$ cat src/rtl/seg_xlate_pkg.sv
package seg_xlate_pkg;

    // Trap causes; the numeric order is the reporting priority.
    typedef enum logic [2:0] {
        CAUSE_NONE    = 3'd0,
        CAUSE_RANGE   = 3'd1,
        CAUSE_UNUSED  = 3'd2,
        CAUSE_LENGTH  = 3'd3,
        CAUSE_PERM    = 3'd4
    } cause_e;

    typedef enum logic [1:0] {
        ACC_READ  = 2'b00,
        ACC_WRITE = 2'b01,
        ACC_EXEC  = 2'b10,
        ACC_RSVD  = 2'b11
    } acc_e;

    localparam int PERM_RD = 0;
    localparam int PERM_WR = 1;
    localparam int PERM_EX = 2;

endpackage

$ cat src/rtl/seg_table.sv
module seg_table #(
    parameter int SEG_W = 3,
    parameter int OFF_W = 10,
    parameter int PA_W  = 16
) (
    input  logic             clk,
    input  logic             rst_n,
    input  logic             cfg_we,
    input  logic [SEG_W-1:0] cfg_idx,
    input  logic [PA_W-1:0]  cfg_base,
    input  logic [OFF_W:0]   cfg_limit,
    input  logic             cfg_usable,
    input  logic [2:0]       cfg_perm,
    input  logic             len_we,
    input  logic [SEG_W:0]   len_val,
    input  logic [SEG_W-1:0] rd_idx,
    output logic [PA_W-1:0]  rd_base,
    output logic [OFF_W:0]   rd_limit,
    output logic             rd_usable,
    output logic [2:0]       rd_perm,
    output logic [SEG_W:0]   seg_len
);

    localparam int NSEG  = 1 << SEG_W;
    localparam int LEN_W = SEG_W + 1;
    localparam int LIM_W = OFF_W + 1;
    localparam logic [LEN_W-1:0] LEN_MAX = LEN_W'(NSEG);

    typedef struct packed {
        logic [PA_W-1:0]  base;
        logic [LIM_W-1:0] limit;
        logic             usable;
        logic [2:0]       perm;
    } desc_t;

    desc_t            desc_d [NSEG];
    desc_t            desc_q [NSEG];
    logic [LEN_W-1:0] len_d;
    logic [LEN_W-1:0] len_q;
    logic [NSEG-1:0]  wr_hit;

    // One write-enable per descriptor slot.
    for (genvar g = 0; g < NSEG; g++) begin : g_dec
        assign wr_hit[g] = cfg_we && (cfg_idx == SEG_W'(g));
    end

    always_comb begin
        for (int i = 0; i < NSEG; i++) begin
            desc_d[i] = desc_q[i];
            if (wr_hit[i]) begin
                desc_d[i].base   = cfg_base;
                desc_d[i].limit  = cfg_limit;
                desc_d[i].usable = cfg_usable;
                desc_d[i].perm   = cfg_perm;
            end
        end
        len_d = len_q;
        if (len_we) begin
            len_d = (len_val > LEN_MAX) ? LEN_MAX : len_val;
        end
    end

    always_ff @(posedge clk or negedge rst_n) begin
        if (!rst_n) begin
            for (int i = 0; i < NSEG; i++) begin
                desc_q[i] <= '0;
            end
            len_q <= '0;
        end else begin
            for (int i = 0; i < NSEG; i++) begin
                desc_q[i] <= desc_d[i];
            end
            len_q <= len_d;
        end
    end

    // Read port reflects registered contents only (write lands next cycle).
    assign rd_base   = desc_q[rd_idx].base;
    assign rd_limit  = desc_q[rd_idx].limit;
    assign rd_usable = desc_q[rd_idx].usable;
    assign rd_perm   = desc_q[rd_idx].perm;
    assign seg_len   = len_q;

    AST_LEN_CAP: assert property (@(posedge clk) disable iff (!rst_n)
        seg_len <= LEN_MAX);

    AST_LEN_SAT: assert property (@(posedge clk) disable iff (!rst_n)
        (len_we && len_val > LEN_MAX) |=> (seg_len == LEN_MAX));

endmodule

$ cat src/rtl/seg_check.sv
module seg_check
    import seg_xlate_pkg::*;
#(
    parameter int SEG_W = 3,
    parameter int OFF_W = 10
) (
    input  logic [SEG_W-1:0] seg,
    input  logic [OFF_W-1:0] off,
    input  logic [1:0]       acc,
    input  logic [SEG_W:0]   seg_len,
    input  logic             usable,
    input  logic [OFF_W:0]   limit,
    input  logic [2:0]       perm,
    output cause_e           cause
);

    logic in_range;
    logic in_length;
    logic allowed;

    always_comb begin
        in_range  = {1'b0, seg} < seg_len;
        in_length = {1'b0, off} < limit;
        unique case (acc_e'(acc))
            ACC_READ:  allowed = perm[PERM_RD];
            ACC_WRITE: allowed = perm[PERM_WR];
            ACC_EXEC:  allowed = perm[PERM_EX];
            default:   allowed = 1'b0;
        endcase

        // Priority: lowest cause number wins.
        if (!in_range) begin
            cause = CAUSE_RANGE;
        end else if (!usable) begin
            cause = CAUSE_UNUSED;
        end else if (!in_length) begin
            cause = CAUSE_LENGTH;
        end else if (!allowed) begin
            cause = CAUSE_PERM;
        end else begin
            cause = CAUSE_NONE;
        end
    end

endmodule

$ cat src/rtl/seg_adder.sv
module seg_adder #(
    parameter int OFF_W = 10,
    parameter int PA_W  = 16
) (
    input  logic [PA_W-1:0]  base,
    input  logic [OFF_W-1:0] off,
    output logic [PA_W-1:0]  sum
);

    logic [PA_W-1:0] off_ext;

    if (PA_W > OFF_W) begin : g_ext
        assign off_ext = {{(PA_W-OFF_W){1'b0}}, off};
    end else begin : g_same
        assign off_ext = off[PA_W-1:0];
    end

    assign sum = base + off_ext;

endmodule

$ cat src/rtl/seg_xlate.sv
module seg_xlate
    import seg_xlate_pkg::*;
#(
    parameter int SEG_W = 3,
    parameter int OFF_W = 10,
    parameter int PA_W  = 16
) (
    input  logic             clk,
    input  logic             rst_n,
    input  logic             cfg_we,
    input  logic [SEG_W-1:0] cfg_idx,
    input  logic [PA_W-1:0]  cfg_base,
    input  logic [OFF_W:0]   cfg_limit,
    input  logic             cfg_usable,
    input  logic [2:0]       cfg_perm,
    input  logic             len_we,
    input  logic [SEG_W:0]   len_val,
    input  logic             req_valid,
    input  logic [SEG_W-1:0] req_seg,
    input  logic [OFF_W-1:0] req_off,
    input  logic [1:0]       req_acc,
    output logic             rsp_valid,
    output logic             rsp_trap,
    output logic [2:0]       rsp_cause,
    output logic [PA_W-1:0]  rsp_paddr
);

    typedef struct packed {
        logic            valid;
        logic            trap;
        cause_e          cause;
        logic [PA_W-1:0] paddr;
    } rsp_t;

    rsp_t            rsp_d;
    rsp_t            rsp_q;
    logic [PA_W-1:0] ent_base;
    logic [OFF_W:0]  ent_limit;
    logic            ent_usable;
    logic [2:0]      ent_perm;
    logic [SEG_W:0]  seg_len;
    cause_e          chk_cause;
    logic [PA_W-1:0] sum;

    seg_table #(.SEG_W(SEG_W), .OFF_W(OFF_W), .PA_W(PA_W)) table_i (
        .clk        (clk),
        .rst_n      (rst_n),
        .cfg_we     (cfg_we),
        .cfg_idx    (cfg_idx),
        .cfg_base   (cfg_base),
        .cfg_limit  (cfg_limit),
        .cfg_usable (cfg_usable),
        .cfg_perm   (cfg_perm),
        .len_we     (len_we),
        .len_val    (len_val),
        .rd_idx     (req_seg),
        .rd_base    (ent_base),
        .rd_limit   (ent_limit),
        .rd_usable  (ent_usable),
        .rd_perm    (ent_perm),
        .seg_len    (seg_len)
    );

    seg_check #(.SEG_W(SEG_W), .OFF_W(OFF_W)) check_i (
        .seg     (req_seg),
        .off     (req_off),
        .acc     (req_acc),
        .seg_len (seg_len),
        .usable  (ent_usable),
        .limit   (ent_limit),
        .perm    (ent_perm),
        .cause   (chk_cause)
    );

    seg_adder #(.OFF_W(OFF_W), .PA_W(PA_W)) adder_i (
        .base (ent_base),
        .off  (req_off),
        .sum  (sum)
    );

    always_comb begin
        rsp_d       = rsp_q;
        rsp_d.valid = req_valid;
        if (req_valid) begin
            rsp_d.cause = chk_cause;
            rsp_d.trap  = (chk_cause != CAUSE_NONE);
            rsp_d.paddr = (chk_cause == CAUSE_NONE) ? sum : '0;
        end
    end

    always_ff @(posedge clk or negedge rst_n) begin
        if (!rst_n) begin
            rsp_q <= '{valid: 1'b0, trap: 1'b0, cause: CAUSE_NONE, paddr: '0};
        end else begin
            rsp_q <= rsp_d;
        end
    end

    assign rsp_valid = rsp_q.valid;
    assign rsp_trap  = rsp_q.trap;
    assign rsp_cause = rsp_q.cause;
    assign rsp_paddr = rsp_q.paddr;

    AST_RSP_FOLLOWS_REQ: assert property (@(posedge clk) disable iff (!rst_n)
        req_valid |=> rsp_valid);

    AST_NO_SPURIOUS_RSP: assert property (@(posedge clk) disable iff (!rst_n)
        !req_valid |=> !rsp_valid);

    AST_RANGE_TRAP: assert property (@(posedge clk) disable iff (!rst_n)
        (req_valid && ({1'b0, req_seg} >= seg_len)) |=> (rsp_cause == 3'd1));

    AST_TRAP_ZERO_ADDR: assert property (@(posedge clk) disable iff (!rst_n)
        rsp_trap |-> (rsp_paddr == '0 && rsp_cause != 3'd0));

    AST_CAUSE_LEGAL: assert property (@(posedge clk) disable iff (!rst_n)
        rsp_cause <= 3'd4);

    AST_IDLE_HOLD: assert property (@(posedge clk) disable iff (!rst_n)
        !req_valid |=> ($stable(rsp_cause) && $stable(rsp_paddr) && $stable(rsp_trap)));

endmodule

$ cat config.mk
export PLATFORM = sky130hd
export DESIGN_NAME = seg_xlate
export DESIGN_NICKNAME = d
export VERILOG_FILES = /design/src/rtl/seg_xlate_pkg.sv /design/src/rtl/seg_table.sv /design/src/rtl/seg_check.sv /design/src/rtl/seg_adder.sv /design/src/rtl/seg_xlate.sv
export SDC_FILE = /design/constraint.sdc
export NUM_CORES = 1
export LEC_CHECK = 0
export BUFFER_PORTS_ARGS = -buffer_cell sky130_fd_sc_hd__clkbuf_2
export CORE_AREA = 2 2 153 155
export CTS_BUF_LIST = sky130_fd_sc_hd__clkbuf_4 sky130_fd_sc_hd__clkbuf_8
export DETAILED_ROUTE_END_ITERATION = 8
export DIE_AREA = 0 0 155 157
export PLACE_DENSITY = 0.77
export SETUP_SLACK_MARGIN = 0.05
export SKIP_CTS_REPAIR_TIMING = 1
export SYNTH_ARGS = -nofsm -noshare
export SYNTH_HDL_FRONTEND = slang
export SYNTH_SLANG_ARGS = --single-unit
$ cat constraint.sdc
create_clock -name clk -period 2.85 [get_ports clk]
set_clock_uncertainty 0.2 [all_clocks]
set_input_delay 0.855 -clock clk [delete_from_list [all_inputs] [get_ports clk]]
set_output_delay 0.855 -clock clk [all_outputs]
set_load 0.1 [all_outputs]
# Word level (Yosys, flattened, before mapping)
# Cells that the tools add are included.
op_classes:
  add_sub_neg: 1
  magnitude_cmp: 4
  n_eq_ne: 9
  mux: 10
  bitwise_logic: 1
  n_reduce_logical: 12
op_table:
  columns: ["op", "count"]
  rows:
  - ["$bmux 31 s3", 1]
  - ["$mux 31", 2]
  - ["$add 16x10->16", 1]
  - ["$mux 16", 1]
  - ["$eq 3x3->1 const B", 4]
  - ["$mux 3", 4]
  - ["$lt 10x11->1", 1]
  - ["$logic_and 1x1->1", 8]
  - ["$eq 3x2->1 const B", 2]
  - ["$logic_not 3->1", 2]
  - ["$ge 4x4->1 const B", 1]
  - ["$gt 4x4->1 const B", 1]
  - ["$lt 3x4->1", 1]
  - ["$mux 4", 1]
  - ["$not 3->4", 1]
  - ["$eq 3x1->1 const B", 1]
  - ["$pmux 1 s3", 1]
  - ["$reduce_bool 3->1", 1]
  - ["$eq 2x1->1 const B", 1]
  - ["$eq 2x2->1 const B", 1]
  - ["$logic_not 2->1", 1]
totals:
  regBits: 273

# Depth between registers and ports, before layout
logic_depth:
  ltp_word: 11
  ltp_mapped: 16
  mapped_depth_nobuf: 11

# Cells and area by module
# A second synthesis with hierarchy kept.
unflattened:
  cells_unflattened: 853
  hier_area_um2: 13326.5
by_module_without_submodules:
  columns: ["mod", "instances", "cells_per_inst", "area_per_inst_um2", "seq_area_each_um2"]
  rows:
  - ["seg_table", 1, 652, 11466.0, 6306.0]
  - ["seg_xlate", 1, 80, 912.1, 525.5]
  - ["seg_adder", 1, 69, 546.8, 0.0]
  - ["seg_check", 1, 52, 401.6, 0.0]

# Worst setup path before layout
# Ideal clock, no wire load.
synth_path:
  path_type: "input to register"
  startpoint: "in req_seg[0]"
  endpoint: "reg rsp_q (netlist bit rsp_paddr[12])"
  arrival_ns: 4.437
  setup_slack_ns: -1.888
  cell_stages: 14
  path_cell_list: "buf_6 > buf_4 > buf_4 > buf_4 > buf_2 > mux4_2 > mux2i_1 > ha_1 > a21o_1 > a211o_1 > a2111o_1 > a311o_2 > buf_6 > o32ai_1"
synth_via:
  elab_chain_cells: 11
  elab_cells_between_ends: 14
synth_rtl:
  columns: ["item", "line", "source"]
  rows:
  - ["from (decl)", "seg_xlate.sv:19", "input logic [SEG_W-1:0] req_seg,"]
  - ["parallel branches: the longest is 10 deep, another holds $lt 10x11->1", null, null]
  - ["$mux 16 (*)", "seg_xlate.sv:87", "rsp_d.paddr = (chk_cause == CAUSE_NONE) ? sum : '0;"]
  - ["to (signal assigned)", "seg_xlate.sv:93", "rsp_q <= '{valid: 1'b0, trap: 1'b0, cause: CAUSE_NONE, paddr: '0};"]
  - ["to (signal assigned)", "seg_xlate.sv:95", "rsp_q <= rsp_d;"]
  - ["to (decl)", "seg_xlate.sv:36", "rsp_t rsp_q;"]
# Mark *: on every way between the ends. The select of a mux whose other input is x is not followed.
# A chain may end at the register's enable or synchronous reset.

# Worst setup path after layout
layout_path:
  startpoint: "in req_seg[0]"
  endpoint: "reg rsp_q (netlist bit rsp_paddr[14])"
# Same word-level chain as after synthesis.

==> metrics.cfg <==
[logic_synthesis]
ys_ff_latch=273
synthFlopType=dfrtp_1
ys_types=47
synth_edf_count=0
synth_area_um2=12800
async_reset_ff_share_pct=100
yosysWarnings=0
synth-seq-area-share_pct=53.5
syn_nets=917
syn_inst=837
syn_area_per_cell_um2=15.3

[final_layout]
layout.cells.most_common=dfrtp_1
syn_to_final_growth_pct=21.2
drive_above_1_share_pct=56.8
fin_nets=1100
antenna_cells=0
layout_common_cells=273 x dfrtp_1, 251 x mux2_2, 81 x buf_4, 76 x clkbuf_2, 63 x clkbuf_8

[timing]
hold_viol=1
worst_pin_slew_ns=0.626
period_share_pct=119
setup_slack_ns=-0.532
maxSlewHeadroom_pct=58.2
fmax_ghz=0.296
drv_slew=0
rsz0062_at_grt=true
fin_crit_ns=3.38
holdWs_ns=-0.00109
setup_viol=19

[power_and_ir_drop]
finalPower_uw=11700
peakVddDrop_v=0.000373
p_per_area_nw_per_um2=757
power_leakage_uw=0.00693

[die]
core_area_um2=22500
die_x_um=155
die_h_um=157
num_io_pins=79
die-area_um2=24300
row_count=55
initial_utilization_pct=56.8

[setup_path]
rrSetupSlack_ns=-0.34
end_kind=flop
crit_type=primary input to flop
required_ns=3.11
slowest_delay_ns=0.50
path_cells=buf_12 > buf_12 > buf_6 > mux4_2 > mux2i_2 > ha_1 > a211o_1 > a2111o_1 > a311o_2 > buf_6 > o32ai_2
cp_max_fo=6
slowest_stage=mux4_2
critPathArrivalTime_ns=3.64
crit-reg2reg-launch=table_i.desc_q[5]
critPathLaunchType=primary input
crit_path_start=req_seg[0]

[routing]
drt_iter0_drc=442
route.detailed.drc=0
drt_pass1_iterations=5
ant_nets=0
vias=7944
wl_per_cell_um=21.9
wirelength_um=29400
viasPerCell=5.93

[grt]
grt_pass1_wl_um=46600
antenna_found_initial=2
grt_pass1_vias=8487
track_usage_pct=25.0
grt_max_degree=72
overflow=0

[run_status]
status=complete, but fails checks
failed_checks=hold timing, setup timing

[placed_design]
dpl.hpwl_um=18500
gp_congestion=0.832
io_buffer_count=78

[clock_network]
clk_latency_ns=0.56
htreeDepth=2
cts_buffer_depth=3
numCtsBuffers=46
cts_root_buf=clkbuf_8
clkTransAtPathRegs_ns=0.06
clock-sinks=273
cts_tree=yes

[flow_run]
cap_viol_max_count=0

[hold_path]
hp-class=primary input to asynchronous set/reset pin

worst max-delay path: cells and delay by family:
kind | cells | cell delay [ns]
buf+inv | 4 | 0.47
compound gates | 4 | 1.36
mux | 2 | 0.68
fa+ha+maj | 1 | 0.27
per-stage QoR:
| step | area, µm² | utilization [%] | std cells | TNS, ns | setup WS [ns] |
|---|---|---|---|---|---|
| floorplan | 12900 | - | 837 | -22.98 | -1.27 |
| global placement | 14300 | 63.4 | 1248 | -20.26 | -1.16 |
| detailed placement | 14300 | 63.4 | 1248 | -20.69 | -1.21 |
| CTS | 15300 | 67.8 | 1330 | -9.84 | -0.653 |
| global route | 15500 | 68.9 | 1339 | -9.53 | -0.625 |
| finish | 15500 | 68.9 | 1339 | -7.52 | -0.532 |
kinds of logic (layout without fill, tap and decap cells):
| logic type | Yosys count | in the layout | share of synthesized area, % |
|---|---|---|---|
| adders and majority gates | 22 | 22 | 2.21 |
| AOI/OAI and AO/OA | 73 | 74 | 4.25 |
| muxes | 331 | 331 | 34.7 |
| DFF | 273 | 273 | 53.5 |
| and+or+nand+nor | 72 | 72 | 2.71 |
| buffers and inverters | 55 | 271 | 1.97 |
| xor gates and xnor gates | 11 | 11 | 0.754 |
cells in the mapped netlist (2+ instances only):
cell type    n  share of area, %
a211oi_1     3              0.18
a21o_1       7              0.41
mux2i_1     18               1.4
o21ai_0     11              0.43
nand2_1     37               1.1
a211o_1      4              0.27
o211ai_1     6              0.35
nand4b_1     4              0.27
mux4_1       7               1.4
mux2_2     251                22
xor2_1       5              0.34
mux4_2      55               9.7
nand3b_1     4              0.23
o21a_1       5              0.29
inv_1        9              0.26
clkbuf_1    20              0.59
nor3b_1      3              0.18
dfrtp_1    273                53
o32ai_1      2              0.14
buf_6        2              0.18
nor3_1       4              0.16
buf_2        6              0.23
a21oi_1     10              0.39
buf_1       13              0.38
buf_4        3              0.18
nand4_1      2             0.098
o2bb2ai_1   15               1.0
ha_1        21               2.1
nand3_1      4              0.16
nand2b_1     4              0.20
nor2_1       8              0.23
xnor2_1      6              0.41
worst paths after layout:
check                                       to  cells past startpoint
max in group asynchronous  table_i.desc_q[216]                      2
setup / recovery                 rsp_paddr[14]                     11
hold / removal             table_i.desc_q[101]                      1
setup reg to reg                 rsp_paddr[14]                      9
hold reg to reg                       rsp_trap                      1
min in group clk                      rsp_trap                      1
layout make-up:
type                    instances  area, µm²
inverters                      10       37.5
fillers                      1538       7010
repair buffers                179       1390
well taps                     285        357
clock buffers                  78        980
flip-flops and latches        273       6830
multi-input cells             510       5880
clock inverters                 4       20.0
layer usage:
layer  up-vias  GRT usage [%]  wire length (µm)
met5         -              0                26
met4         4           6.26               452
met3        43           5.59              1550
met2       186           39.7             14000
met1      4169           35.4             13300
li1       3542              -                 -
report_power, final:
group          switching [µW]  total (µW)  internal (µW)  leakage (µW)
sequential                418        5120           4700       0.00331
clock                    1520        3670           2150      0.000538
combinational            1380        2940           1560       0.00308
sequential cells by signal, indices dropped and copies added (netlist names):
name and count:
rsp_cause 3, rsp_trap 1, table_i.seg_len 4, table_i.desc_q 248, rsp_paddr 16, rsp_valid 1
No activity file was read; power rests on OpenSTA's default activity.
